### src/rtl/bag_pkg.sv
// Shared definitions for the banked address generator.
// Assumes the mode field is three bits wide; codes 6 and 7 are unused.
package bag_pkg;
    localparam int MODE_W = 3;

    typedef enum logic [MODE_W-1:0] {
        AM_CODE = 3'd0,
        AM_XPTR = 3'd1,
        AM_YPTR = 3'd2,
        AM_HL   = 3'd3,
        AM_IABS = 3'd4,
        AM_NIDX = 3'd5
    } amode_t;
endpackage

### src/rtl/bag_code_bank.sv
// Two-stage code bank register: a pending stage written by software and an
// active stage that follows the pending stage only on a taken branch.
// Assumes branch_taken is a single-cycle strobe from the branch unit.
module bag_code_bank #(
    parameter int BANK_W = 8
) (
    input  logic              clk,
    input  logic              rst_n,
    input  logic              branch_taken,
    input  logic              u_wr,
    input  logic [BANK_W-1:0] u_wdata,
    output logic [BANK_W-1:0] pend_q,
    output logic [BANK_W-1:0] act_q
);
    // Pending stage: takes software writes only.
    always_ff @(posedge clk) begin
        if (!rst_n)
            pend_q <= '0;
        else if (u_wr)
            pend_q <= u_wdata;
    end

    // Active stage: loads the old pending value on a branch.
    always_ff @(posedge clk) begin
        if (!rst_n)
            act_q <= '0;
        else if (branch_taken)
            act_q <= pend_q;
    end

    AST_ACT_HOLDS: assert property (@(posedge clk) disable iff (!rst_n)
        !branch_taken |=> $stable(act_q));
    AST_ACT_FOLLOWS: assert property (@(posedge clk) disable iff (!rst_n)
        branch_taken |=> act_q == $past(pend_q));
endmodule

### src/rtl/bag_addr_former.sv
// Combinational address former: selects bank and offset sources by mode.
// Assumes the offset is twice the bank width, so the short indexed mode
// splits the offset into a middle register byte and an immediate low byte.
module bag_addr_former
    import bag_pkg::*;
#(
    parameter int BANK_W = 8,
    parameter int OFFS_W = 16,
    localparam int ADDR_W = BANK_W + OFFS_W,
    localparam int LOW_W  = OFFS_W - BANK_W
) (
    input  logic [MODE_W-1:0] mode,
    input  logic [OFFS_W-1:0] pc,
    input  logic [BANK_W-1:0] code_bank,
    input  logic [BANK_W-1:0] reg_i,
    input  logic [BANK_W-1:0] reg_n,
    input  logic [BANK_W-1:0] reg_xi,
    input  logic [OFFS_W-1:0] reg_x,
    input  logic [BANK_W-1:0] reg_yi,
    input  logic [OFFS_W-1:0] reg_y,
    input  logic [OFFS_W-1:0] reg_hl,
    input  logic [OFFS_W-1:0] imm16,
    input  logic [LOW_W-1:0]  imm8,
    output logic [ADDR_W-1:0] addr
);
    logic [ADDR_W-1:0] fetch_addr;

    // Fetch address: banked when the counter's top bit is set.
    always_comb begin
        if (pc[OFFS_W-1])
            fetch_addr = {1'b0, code_bank, pc[OFFS_W-2:0]};
        else
            fetch_addr = {{BANK_W{1'b0}}, pc};
    end

    // Mode select: pick bank and offset for the requested access.
    always_comb begin
        case (mode)
            AM_CODE: addr = fetch_addr;
            AM_XPTR: addr = {reg_xi, reg_x};
            AM_YPTR: addr = {reg_yi, reg_y};
            AM_HL:   addr = {reg_i, reg_hl};
            AM_IABS: addr = {reg_i, imm16};
            AM_NIDX: addr = {reg_i, reg_n, imm8};
            default: addr = '0;
        endcase
    end

    always_comb begin
        if (mode == AM_CODE && !pc[OFFS_W-1])
            AST_FETCH_LOW: assert (addr[ADDR_W-1:OFFS_W] == '0);
    end
endmodule

### src/rtl/bag_bus_seq.sv
// Bus access sequencer: accepts a request while idle, captures the address,
// then steps through a fixed number of phases and flags the last one.
// Assumes the requester holds off or repeats requests until busy is low.
module bag_bus_seq #(
    parameter int ADDR_W = 24,
    parameter int PHASES = 4,
    localparam int PH_W  = (PHASES > 1) ? $clog2(PHASES) : 1
) (
    input  logic              clk,
    input  logic              rst_n,
    input  logic              req,
    input  logic [ADDR_W-1:0] addr_in,
    output logic [ADDR_W-1:0] addr_q,
    output logic [PH_W-1:0]   phase,
    output logic              busy,
    output logic              done
);
    localparam logic [PH_W-1:0] LAST_PH = PH_W'(PHASES - 1);

    logic accept;

    // Acceptance: only an idle sequencer takes a request.
    always_comb accept = req && !busy;

    // Busy flag and phase counter for the access in progress.
    always_ff @(posedge clk) begin
        if (!rst_n) begin
            busy  <= 1'b0;
            phase <= '0;
        end else if (busy) begin
            if (phase == LAST_PH) begin
                busy  <= 1'b0;
                phase <= '0;
            end else begin
                phase <= phase + 1'b1;
            end
        end else if (accept) begin
            busy  <= 1'b1;
            phase <= '0;
        end
    end

    // Address capture on acceptance; held for the whole access.
    always_ff @(posedge clk) begin
        if (!rst_n)
            addr_q <= '0;
        else if (accept)
            addr_q <= addr_in;
    end

    // Completion flag during the last phase.
    always_comb done = busy && (phase == LAST_PH);

    AST_ADDR_HELD: assert property (@(posedge clk) disable iff (!rst_n)
        busy && phase != '0 |-> $stable(addr_q));
    AST_PHASE_STEP: assert property (@(posedge clk) disable iff (!rst_n)
        busy && phase != LAST_PH |=> busy && phase == $past(phase) + 1'b1);
    AST_DONE_ENDS: assert property (@(posedge clk) disable iff (!rst_n)
        done |=> !busy);
    AST_NO_PREEMPT: assert property (@(posedge clk) disable iff (!rst_n)
        busy && !done |=> busy);
    AST_START_PHASE: assert property (@(posedge clk) disable iff (!rst_n)
        $rose(busy) |-> phase == '0);
endmodule

### src/rtl/bank_addr_gen.sv
// Banked memory address generator top: joins the two-stage code bank, the
// mode-driven address former and the four-phase bus sequencer, and trims the
// captured address to the external bus width.
// Assumes register values come from the register file and are valid when
// req is sampled.
module bank_addr_gen
    import bag_pkg::*;
#(
    parameter int BANK_W = 8,
    parameter int OFFS_W = 16,
    parameter int EXT_W  = 21,
    parameter int PHASES = 4,
    localparam int ADDR_W = BANK_W + OFFS_W,
    localparam int LOW_W  = OFFS_W - BANK_W,
    localparam int PH_W   = (PHASES > 1) ? $clog2(PHASES) : 1
) (
    input  logic              clk,
    input  logic              rst_n,
    input  logic              req,
    input  logic [MODE_W-1:0] mode,
    input  logic [OFFS_W-1:0] pc,
    input  logic              branch_taken,
    input  logic              u_wr,
    input  logic [BANK_W-1:0] u_wdata,
    input  logic [BANK_W-1:0] reg_i,
    input  logic [BANK_W-1:0] reg_n,
    input  logic [BANK_W-1:0] reg_xi,
    input  logic [OFFS_W-1:0] reg_x,
    input  logic [BANK_W-1:0] reg_yi,
    input  logic [OFFS_W-1:0] reg_y,
    input  logic [OFFS_W-1:0] reg_hl,
    input  logic [OFFS_W-1:0] imm16,
    input  logic [LOW_W-1:0]  imm8,
    output logic [ADDR_W-1:0] mem_addr,
    output logic [EXT_W-1:0]  ext_addr,
    output logic [PH_W-1:0]   phase,
    output logic              busy,
    output logic              done
);
    logic [BANK_W-1:0] pend_bank;
    logic [BANK_W-1:0] act_bank;
    logic [ADDR_W-1:0] formed;

    bag_code_bank #(.BANK_W(BANK_W)) u_bank (
        .clk          (clk),
        .rst_n        (rst_n),
        .branch_taken (branch_taken),
        .u_wr         (u_wr),
        .u_wdata      (u_wdata),
        .pend_q       (pend_bank),
        .act_q        (act_bank)
    );

    bag_addr_former #(.BANK_W(BANK_W), .OFFS_W(OFFS_W)) u_form (
        .mode      (mode),
        .pc        (pc),
        .code_bank (act_bank),
        .reg_i     (reg_i),
        .reg_n     (reg_n),
        .reg_xi    (reg_xi),
        .reg_x     (reg_x),
        .reg_yi    (reg_yi),
        .reg_y     (reg_y),
        .reg_hl    (reg_hl),
        .imm16     (imm16),
        .imm8      (imm8),
        .addr      (formed)
    );

    bag_bus_seq #(.ADDR_W(ADDR_W), .PHASES(PHASES)) u_seq (
        .clk     (clk),
        .rst_n   (rst_n),
        .req     (req),
        .addr_in (formed),
        .addr_q  (mem_addr),
        .phase   (phase),
        .busy    (busy),
        .done    (done)
    );

    // External bus: low bits of the captured address only.
    always_comb ext_addr = mem_addr[EXT_W-1:0];

    AST_RESET_IDLE: assert property (@(posedge clk)
        !rst_n |=> !busy && !done && mem_addr == '0);
    AST_ACCEPT_CAPTURE: assert property (@(posedge clk) disable iff (!rst_n)
        req && !busy |=> busy && mem_addr == $past(formed));
endmodule

### config.mk
export PLATFORM = sky130hd
export DESIGN_NAME = bank_addr_gen
export DESIGN_NICKNAME = d
export VERILOG_FILES = /design/src/rtl/bag_pkg.sv /design/src/rtl/bag_code_bank.sv /design/src/rtl/bag_addr_former.sv /design/src/rtl/bag_bus_seq.sv /design/src/rtl/bank_addr_gen.sv
export SDC_FILE = /design/constraint.sdc
export NUM_CORES = 1
export LEC_CHECK = 0
export ABC_AREA = 1
export BUFFER_PORTS_ARGS = -buffer_cell sky130_fd_sc_hd__buf_4
export CORE_AREA = 4 4 76 149
export DETAILED_ROUTE_END_ITERATION = 10
export DIE_AREA = 0 0 80 153
export GPL_ROUTABILITY_DRIVEN = 0
export PLACE_DENSITY = 0.72
export SYNTH_ARGS = -nofsm -noshare
export SYNTH_HDL_FRONTEND = slang
export SYNTH_HIERARCHICAL = 1
export SYNTH_SLANG_ARGS = --single-unit
export TNS_END_PERCENT = 100
### constraint.sdc
create_clock -name clk -period 1.62 [get_ports clk]
set_clock_uncertainty 0.1 [all_clocks]
set_input_delay 0.081 -clock clk [delete_from_list [all_inputs] [get_ports clk]]
set_output_delay 0.081 -clock clk [all_outputs]
set_load 0.05 [all_outputs]
# [After elaboration in Yosys (flattened, before gate mapping)]
# Index checks and enable logic that the tools add are counted.
[op_classes] n_eq_ne=6 n_reduce_logical=5 addsub=1 n_mux=8
[ops] op="$pmux 24 s6" n=1
[ops] op="$mux 23" n=1
[ops] op="$eq 3x2->1 const B" n=2
[ops] op="$eq 3x3->1 const B" n=2
[ops] op="$mux 2" n=3
[ops] op="$eq 3x1->1 const B" n=1
[ops] op="$logic_not 3->1" n=1
[ops] op="$mux 1" n=3
[ops] op="$add 2x1->2 const B" n=1
[ops] op="$eq 2x2->1 const B" n=1
[ops] op="$logic_and 1x1->1" n=2
[ops] op="$reduce_bool 2->1" n=1
[ops] op="$logic_not 1->1" n=1
[word_totals] wordCells=25 regBits=43

# [Longest topological paths before layout]
# Gate-level depths: netlist of the first run.
[depth] word_depth=4 depth_mapped=11

# [Cells and area by module]
# Netlist of the first run, hierarchy kept.
[modules_own_cells] module="bag_addr_former" seq_area_each_um2=0.0 cells_each=290 n_inst=1 area_each_um2=1437.6
[modules_own_cells] module="bag_bus_seq" seq_area_each_um2=540.5 cells_each=172 n_inst=1 area_each_um2=1209.9
[modules_own_cells] module="bag_code_bank" seq_area_each_um2=320.3 cells_each=102 n_inst=1 area_each_um2=705.7
[modules_own_cells] module="bank_addr_gen" seq_area_each_um2=0.0 cells_each=21 n_inst=1 area_each_um2=157.7

# [Worst setup path before layout of the first run]
# Ideal clock, no wire load.
[synth_path] path_type="register -> register" start="reg u_seq.phase[0]" end="reg u_seq.busy" arrival_ps=1342 n_path_buf=0 path_slack_ps=42 setup_time_ps=136 stages_incl_launch_ff=5 period_less_slack_ps=1578 path_cell_list="dfxtp_1 > ha_1 > nand2_1 > inv_1 > nor3_1"
[synth_between] elab_chain_len=3
[synth_lines] item="start: declaration" line="bag_bus_seq.sv:14" text="output logic [PH_W-1:0] phase,"
[synth_lines] item="start signal: assignment" line="bag_bus_seq.sv:35" text="phase <= phase + 1'b1;"
[synth_lines] item="$eq 2x2->1" line="bag_bus_seq.sv:31" text="if (phase == LAST_PH) begin"
[synth_lines] item="$mux 1" line="bag_bus_seq.sv:31"
[synth_lines] item="$mux 1" line="bag_bus_seq.sv:30" text="end else if (busy) begin"
[synth_lines] item="end signal: assignment" line="bag_bus_seq.sv:28" text="busy <= 1'b0;"
[synth_lines] item="end signal: assignment" line="bag_bus_seq.sv:32" text="busy <= 1'b0;"
[synth_lines] item="end signal: assignment" line="bag_bus_seq.sv:38" text="busy <= 1'b1;"
[synth_lines] item="end: declaration" line="bag_bus_seq.sv:15" text="output logic busy,"
# No other way between the ends.
# A chain may end at the register's enable or synchronous reset.

# [Final worst setup path of the first run]
[layout_path] start="reg u_seq.busy" end="out done"
[layout_between] elab_chain_len=1
[layout_lines] item="$logic_and 1x1->1" line="bag_bus_seq.sv:52" text="always_comb done = busy && (phase == LAST_PH);"
[layout_lines] item="end: declaration" line="bank_addr_gen.sv:38" text="output logic done"
# No other way between the ends.

==> flow_summary.yaml, run 1 <==
floorplanning:
  rows: 52
  die_w_um: 80
  die-area_um2: 12200
  die_y_um: 153
  ios: 185
  initial_core_util_pct: 34.6
  core_um2: 10100
cts:
  clk_pin_slew_ns: 0.07
  clk_path_buf_depth: 2
  htree_levels: 2
  cts-root-buf: "clkbuf_16"
  clock-sinks: 43
  cts_tree: "yes"
  cts-buffers-inserted: 5
  insertion_delay_ns: 0.29
  cts_resized: 0
critical_path:
  reg2reg_from: "u_seq/busy"
  crit_type: "reg2out"
  r2r_cells: 4
  arrival_ns: 1.16
  critPathLaunchType: "register"
  critical-path-max-stage-delay_ns: 0.50
  worstSetupEndpoint: "done"
  startpoint: "u_seq/busy"
  crit_chain: "nand2_1, inv_1, buf_4"
  cp_max_fo: 7
  crit_buf_inv: 2
  cp.required_ns: 1.44
  crit_slowest_cell: "dfxtp_1"
  reg2reg_to: "u_seq/addr_q[1]"
  path_depth: 3
  cp_top_family: "flip-flops"
  rrSetupSlack_ns: 0.30
  critPathCaptureType: "primary output"
routing:
  drc: 0
  vias: 4211
  via_per_inst: 4.87
  firstDrtPassIters: 5
  drt_iter0_markers: 215
  ant_nets: 0
  avgRoutedWirePerCell_um: 15.0
  wl_um: 12900
sta:
  final.min_clock_period_ns: 1.34
  setup_violations: 0
  setup_tns_ns: 0
  slew_headroom_pct: 60.3
  worst_slew_pin_slew_ns: 0.594
  timing.fmax_mhz: 745
  hold_viol: 0
  finalCritPeriodShare_pct: 82.8
  timing.final.ws_setup_ns: 0.278
  rsz0062_at_grt: "no"
  final_max_slew_viol_count: 0
placement:
  post_dp_cell_area_um2: 4640
  place_ws_ns: 0.150
  port_buffers: 184
  dp_hpwl_um: 10400
final_layout:
  fin_nets: 865
  stdcell_area_um2: 4880
  drive_gt1_share_pct: 30.3
  num-fill-cells: 1094
  area_growth_syn_to_layout_pct: 39.1
  antenna_cells: 0
grt:
  grt_pass1_wl_um: 19800
  grt_remaining_overflow: 0
  grt_max_degree: 43
  grt_use_total_pct: 20.6
  first_global_vias: 4094
  antenna_found_initial: 0
pwr:
  leakagePower_nw: 2.71
  ir_drop_mv: 0.439
  total_power_mw: 3.69
  power_density_nw_per_um2: 756
synthesis:
  yosysMostFrequentCell: "nor2_1"
  syn_inst: 585
  synthTopCellsByCount: "nor2_1, nand2_1, inv_1, nand4_1, dfxtp_1"
  netlist_area_um2: 3510
  ys_ff_latch: 43
  syn-num-nets: 722
  synthFlopType: "dfxtp_1"
  ys.warnings.count: 6
  synth-seq-area-share_pct: 24.5
  synth.avg_cell_area_um2: 6.00
  async_flop_share_pct: 0
  synth_edf_count: 0
  synth.largest_area_cell: "dfxtp_1"
  synth_top_area_share_pct: 24.5
  synth_area_leaders: "dfxtp_1, nor2_1, nand2_1, nand4_1, inv_1"
  synth_cell_types: 26
job:
  cap_viol_max_count: 0
hold_path:
  hold_class: "in2reg"
run_status:
  outcome: "finished clean"
## repair_timing
action                                 4_1_cts  5_1_grt
hold buffers                                 8        0
endpoints found under the hold margin        8        0
setup buffers                                0        0
## routing by layer
| layer | GRT usage, % | part of all wire [%] | up-vias |
|---|---|---|---|
| met5 | 0 | 0 | - |
| met4 | 10.3 | 4.9 | 0 |
| met3 | 4.65 | 7.4 | 37 |
| met2 | 38.1 | 53 | 182 |
| met1 | 20.6 | 35 | 1884 |
| li1 | - | - | 2108 |
## final cells by class
| type | count | area (um^2) | area share, % |
|---|---|---|---|
| clock buffer | 5 | 125 | 2.56 |
| tap | 135 | 169 | 3.46 |
| inverter | 79 | 302 | 6.17 |
| timing repair buffer | 202 | 1540 | 31.5 |
| clock inverter | 3 | 43.8 | 0.897 |
| multi-input combinational | 397 | 1850 | 37.8 |
| sequential | 43 | 861 | 17.6 |
## cell usage in the layout (no fill, tap or decap), types with 2 or more instances in the layout
cell           netlist  routed
o21ai_0              3       3
nand3_2              5       5
inv_4                2       2
nand4_1             71      71
inv_1               74      74
clkbuf_16            0       5
inv_2                3       3
dfxtp_1             43      43
nor2_1             139     139
nand2_2              5       5
nand2_1            120     120
nand3_1             39      39
a21oi_1              2       2
dlygate4sd3_1        0       8
buf_4               31     194
nand3b_1             7       7
## state kept, by name, indices dropped and copies added, names as in the netlist
| register | count |
|---|---|
| u_seq/addr_q | 24 |
| u_bank/act_q | 8 |
| u_bank/pend_q | 8 |
| u_seq/phase | 2 |
| u_seq/busy | 1 |
## power breakdown
group | switching, mW | total [mW] | internal [mW]
clock | 0.436 | 1.16 | 0.727
sequential | 0.0652 | 1.20 | 1.14
combinational | 0.814 | 1.33 | 0.512
total | 1.32 | 3.69 | 2.38
## logic make-up after synthesis
group,synth area share [%]
adder cells (fa/ha/maj),0.356
buffers and inverters,22.8
AO/OA/AOI/OAI,0.713
flip-flops,24.5
AND/OR/NAND/NOR,51.6
## worst min path at each step
stage,depth (start not counted),slack [ns],from,end
floorplan,4,0.17,u_wdata[0],u_bank/pend_q[0]
global placement,5,0.26,u_wdata[2],u_bank/pend_q[2]
detailed placement,5,0.27,u_wdata[3],u_bank/pend_q[3]
CTS,3,0.05,u_wr,u_bank/pend_q[5]
global route,3,0.07,branch_taken,u_bank/act_q[7]
finish,3,0.06,u_wr,u_bank/pend_q[5]
## stage by stage
step	instances	utilization (%)	hold WS [ns]
after floorplan	585	-	0.169
after global placement	848	45.7	0.264
after detailed placement	848	45.7	0.273
after CTS	864	48.1	0.0464
after global routing	864	48.1	0.0698
final	864	48.1	0.0555
## worst reg2reg max path, cell delays in order, from the launching register on
cell and delay, ns:
dfxtp_1 0.40, inv_2 0.42, nand3_1 0.16, nand2_1 0.10, nor2_1 0.04
Power figures use the tool's default switching activity.
==> inputs of run 2 (changes only) <==
--- a/config.mk
+++ b/config.mk
@@ -11,7 +11,7 @@
 export DETAILED_ROUTE_END_ITERATION = 10
 export DIE_AREA = 0 0 80 153
 export GPL_ROUTABILITY_DRIVEN = 0
-export PLACE_DENSITY = 0.72
+export PLACE_DENSITY = 0.74
 export SYNTH_ARGS = -nofsm -noshare
 export SYNTH_HDL_FRONTEND = slang
 export SYNTH_HIERARCHICAL = 1
==> constraint.sdc (replaced) <==
create_clock -name clk -period 1.2 [get_ports clk]
set_clock_uncertainty 0.1 [all_clocks]
set_input_delay 0.06 -clock clk [delete_from_list [all_inputs] [get_ports clk]]
set_output_delay 0.06 -clock clk [all_outputs]
set_load 0.05 [all_outputs]
==> run 2 against run 1 <==
  * The run now ends with setup timing left
  * Register-to-register slack lost 0.26 ns
  * Clock-buffer cell count up 2
  * Core utilization is 4.8 points higher
  * Clock power increased by 34%
  * Non-clock buffer count is 32 higher
  * Wire length grew 2.4%
  * First-iteration DRC count down 5.6%
  * Worst setup slack worse by 0.34 ns
  * Combinational power rose by 49%
  * Critical path type unchanged
  * Highest routed layer unchanged
==> flow_summary.yaml, run 2 (synthesis gave the netlist of run 1 again) <==
final_layout:
  area_growth_syn_to_layout_pct: 52.9
  antenna_cells: 0
  largest_register: "u_seq/addr_q"
  fin_nets: 898
  num-fill-cells: 1084
  layout_common_cells: "buf_4, nor2_1, nand2_1"
  drive_gt1_share_pct: 34.0
  reg_top3: "u_seq/addr_q: 24 flops, u_bank/act_q: 8 flops, u_bank/pend_q: 8 flops"
  layout_commonest_cell: "buf_4"
  largest_reg_flops: 24
  final_core_util_pct: 52.9
cts:
  clk_pin_slew_ns: 0.07
  cts_tree: "yes"
  clock-sinks: 43
  clk_path_buf_depth: 2
  cts-root-buf: "clkbuf_16"
  htree_levels: 2
  insertion_delay_ns: 0.29
  cts-buffers-inserted: 5
critical_path:
  arrival_ns: 1.10
  rrSetupSlack_ns: 0.04
  critPathCaptureType: "primary output"
  path_depth: 4
  crit_slowest_cell: "dfxtp_4"
  critPathLaunchType: "register"
  crit_buf_inv: 2
  cp.required_ns: 1.04
  cp_top_family: "flip-flops"
  cp_max_fo: 2
  worstSetupEndpoint: "done"
  reg2reg_from: "u_seq/busy"
  startpoint: "u_seq/phase[0]"
  crit_type: "reg2out"
  crit_chain: "ha_4, nand2_4, clkinvlp_4, buf_8"
  reg2reg_to: "u_seq/addr_q[4]"
  critical-path-max-stage-delay_ns: 0.36
  r2r_cells: 6
floorplanning:
  core_um2: 10100
  initial_core_util_pct: 34.6
  die_w_um: 80
  ios: 185
  die_y_um: 153
  rows: 52
  die-area_um2: 12200
sta:
  finalCritPeriodShare_pct: 105
  worst_slew_pin_slew_ns: 0.341
  setup_tns_ns: -0.0639
  final_max_slew_viol_count: 0
  hold_viol: 0
  slew_headroom_pct: 77.2
  final.min_clock_period_ns: 1.26
  rsz0062_at_grt: "yes"
  setup_violations: 1
  timing.final.ws_setup_ns: -0.0639
  timing.fmax_mhz: 791
grt:
  grt_pass1_wl_um: 20700
  grt_use_total_pct: 21.6
  first_global_vias: 4190
  grt_max_degree: 34
  grt_remaining_overflow: 0
  antenna_found_initial: 0
placement:
  dp_hpwl_um: 10500
  place_ws_ns: -0.198
  port_buffers: 184
routing:
  firstDrtPassIters: 4
  drt_iter0_markers: 203
  avgRoutedWirePerCell_um: 14.8
  wl_um: 13300
  ant_nets: 0
  via_per_inst: 4.75
  vias: 4261
  drc: 0
pwr:
  ir_drop_mv: 0.884
  leakagePower_nw: 2.94
  power_density_nw_per_um2: 961
hold_path:
  hold_class: "in2reg"
run_status:
  outcome: "complete, but fails checks"
  failed_checks: "setup timing"
job:
  cap_viol_max_count: 0
==> run 2: worst min-delay path by stage <==
stage	start	endpoint	slack (ns)	cells after the start
final	req	u_seq/addr_q[19]	0.003	4
after global placement	u_wdata[5]	u_bank/pend_q[5]	0.25	5
after floorplan	u_wdata[0]	u_bank/pend_q[0]	0.15	4
after detailed placement	u_wdata[5]	u_bank/pend_q[5]	0.25	5
after CTS	req	u_seq/addr_q[23]	0.002	4
after global routing	req	u_seq/addr_q[23]	0.03	4
==> run 2: cell type report <==
class / count / area (um^2) / area share (%)
inverters: 79 / 310 / 5.78
clock inverters: 1 / 30.0 / 0.559
repair buffers: 234 / 1970 / 36.7
flip-flops and latches: 43 / 872 / 16.2
clock buffers: 7 / 133 / 2.47
well taps: 135 / 169 / 3.15
multi-input cells: 398 / 1880 / 35.1
==> run 2: timing repair <==
action                                 in CTS  in global routing
gates cloned                                2                  0
endpoints found under the hold margin       8                  0
buffers inserted                            5                  2
setup endpoints to repair                  25                 22
hold buffers                                8                  0
pin swaps                                   2                  3
resized for setup                           9                  1
==> run 2: routing by layer <==
layer / vias to the layer above / part of all wire [%] / GRT usage (%)
met5: - / 0 / 0
met4: 0 / 4.8 / 11.0
met3: 33 / 6.9 / 4.00
met2: 172 / 54 / 39.8
met1: 1876 / 35 / 22.4
li1: 2180 / - / -
==> run 2: power breakdown <==
part / switching, mW / internal [mW]
sequential: 0.0884 / 1.54
clock: 0.572 / 0.985
combinational: 1.14 / 0.839
==> run 2: per-stage QoR <==
step | hold slack, ns | power [mW] | instance area [um^2] | instances
floorplan | 0.148 | 2.85 | 3540 | 585
global placement | 0.246 | 3.53 | 4980 | 872
detailed placement | 0.249 | 3.55 | 4980 | 872
CTS | 0.00209 | 5.18 | 5320 | 895
global route | 0.0329 | 5.41 | 5370 | 897
finish | 0.00260 | 5.16 | 5370 | 897
==> run 2: worst register-to-register path, stage by stage, from the launching register on <==
cell	delay, ns
dfxtp_4	0.35
buf_4	0.15
inv_6	0.10
buf_12	0.14
nand3_2	0.07
nand2_1	0.09
nor2_1	0.04
==> inputs of run 3 (changes only) <==
--- a/config.mk
+++ b/config.mk
@@ -7,9 +7,9 @@
 export LEC_CHECK = 0
 export ABC_AREA = 1
 export BUFFER_PORTS_ARGS = -buffer_cell sky130_fd_sc_hd__buf_4
-export CORE_AREA = 4 4 76 149
+export CORE_AREA = 2 2 74 147
 export DETAILED_ROUTE_END_ITERATION = 10
-export DIE_AREA = 0 0 80 153
+export DIE_AREA = 0 0 76 149
 export GPL_ROUTABILITY_DRIVEN = 0
 export PLACE_DENSITY = 0.74
 export SYNTH_ARGS = -nofsm -noshare
==> run 3 against run 2 <==
  * The run still ends with setup timing left
  * Combinational power is 6% lower
  * Cell area is 4.5% lower
  * Die area is 7.5% lower
  * Clock-buffer cell count is 1 lower
  * Global-route usage is 1.7 points lower
  * Critical path depth stayed put
  * Largest cell class is now multi-input combinational cells
  * Highest routed layer unchanged
==> flow_summary.yaml, run 3 (synthesis gave the netlist of run 1 again) <==
final_layout:
  largest_reg_flops: 24
  reg_top3: "u_seq/addr_q: 24 flops, u_bank/act_q: 8 flops, u_bank/pend_q: 8 flops"
  stdcell_area_um2: 5130
  final_core_util_pct: 49.9
  fin_nets: 878
  num-fill-cells: 1063
  largest_register: "u_seq/addr_q"
  layout_commonest_cell: "buf_4"
  instances_no_fill: 879
  antenna_cells: 0
  area_growth_syn_to_layout_pct: 46.0
  drive_gt1_share_pct: 32.3
  layout_common_cells: "buf_4, nor2_1, nand2_1"
sta:
  finalCritPeriodShare_pct: 106
  timing.final.ws_setup_ns: -0.0711
  final_max_slew_viol_count: 0
  slew_headroom_pct: 71.9
  final.min_clock_period_ns: 1.27
  hold_viol: 0
  setup_violations: 1
  rsz0062_at_grt: "yes"
  worst_slew_pin_slew_ns: 0.421
  timing.fmax_mhz: 787
routing:
  drt_iter0_markers: 201
  wl_um: 11500
  avgRoutedWirePerCell_um: 13.0
  via_per_inst: 4.71
  firstDrtPassIters: 5
  drc: 0
  ant_nets: 0
  vias: 4136
critical_path:
  arrival_ns: 1.11
  critPathLaunchType: "register"
  cp.required_ns: 1.04
  cp_max_fo: 2
  critPathCaptureType: "primary output"
  cp_top_family: "flip-flops"
  crit_slowest_cell: "dfxtp_4"
  crit_type: "reg2out"
  crit_buf_inv: 2
  critical-path-max-stage-delay_ns: 0.35
  crit_chain: "ha_4, nand2_2, clkinvlp_4, buf_8"
run_status:
  outcome: "complete, but fails checks"
  failed_checks: "setup timing"
hold_path:
  hold_class: "in2reg"
placement:
  post_dp_cell_area_um2: 4790
  dp_hpwl_um: 9040
  port_buffers: 184
  dp_cells: 856
cts:
  cts-buffers-inserted: 5
  cts_tree: "yes"
  clk_pin_slew_ns: 0.06
  cts-root-buf: "clkbuf_16"
  insertion_delay_ns: 0.29
  clock-sinks: 43
  clk_path_buf_depth: 2
  htree_levels: 2
grt:
  first_global_vias: 3944
  grt_pass1_wl_um: 18500
  grt_remaining_overflow: 0
  grt_use_total_pct: 20.0
  antenna_found_initial: 0
  grt_max_degree: 42
floorplanning:
  die_w_um: 76
  die-area_um2: 11300
  rows: 53
  core_um2: 10300
  initial_core_util_pct: 34.2
  ios: 185
  die_y_um: 149
pwr:
  power_density_nw_per_um2: 954
  leakagePower_nw: 2.79
  ir_drop_mv: 0.655
job:
  cap_viol_max_count: 0
## run 3: repair_timing
action / in CTS / in global routing
hold buffers: 9 / 0
buffers inserted: 3 / 2
gates cloned: 1 / 0
resized for setup: 4 / 3
endpoints found under the hold margin: 10 / 0
pin swaps: 2 / 2
setup endpoints to repair: 25 / 22
## run 3: power by group
part	leakage [nW]	switching (mW)	internal, mW
sequential	0.358	0.0890	1.54
combinational	2.36	1.10	0.761
clock	0.0731	0.574	0.831
total	2.79	1.76	3.13
## run 3: per-stage QoR
stage	TNS (ns)	worst slack, ns	hold slack [ns]	power (mW)
finish	-0.0711	-0.0711	0.0224	4.89
global route	-0.103	-0.103	0.0439	5.16
CTS	-0.0804	-0.0804	0.0173	4.91
detailed placement	-1.65	-0.157	0.254	3.45
global placement	-1.06	-0.0944	0.245	3.44
floorplan	-0.0823	-0.0823	0.148	2.85
## run 3: final timing paths
| kind | start | endpoint | slack, ns | depth (start not counted) |
|---|---|---|---|---|
| min | u_wr | u_bank/pend_q[5] | 0.02 | 3 |
| max | u_seq/phase[1] | done | -0.07 | 4 |
| min reg2reg | u_bank/pend_q[7] | u_bank/pend_q[7] | 0.37 | 2 |
| max reg2reg | u_seq/phase[1] | u_seq/busy | 0.04 | 5 |
## run 3: worst min-delay path, stage by stage
cell    delay, ns
buf_4        0.17
nor2_1       0.09
nor2_1       0.05
## run 3: area by class of cell
type | instances | area [um^2] | share of cell area (%)
clock buffers | 6 | 139 | 2.71
clock inverters | 2 | 16.3 | 0.317
inverters | 79 | 308 | 6.00
multi-input cells | 398 | 1880 | 36.7
flip-flops and latches | 43 | 872 | 17.0
well taps | 137 | 171 | 3.34
repair buffers | 214 | 1740 | 34.0
## run 3: per-layer routing
metal,global-route usage (%),part of all wire [%],vias up
met5,0,0,-
met4,6.55,1.9,0
met3,5.21,9.0,13
met2,36.4,49,206
met1,22.5,41,1779
li1,-,-,2138
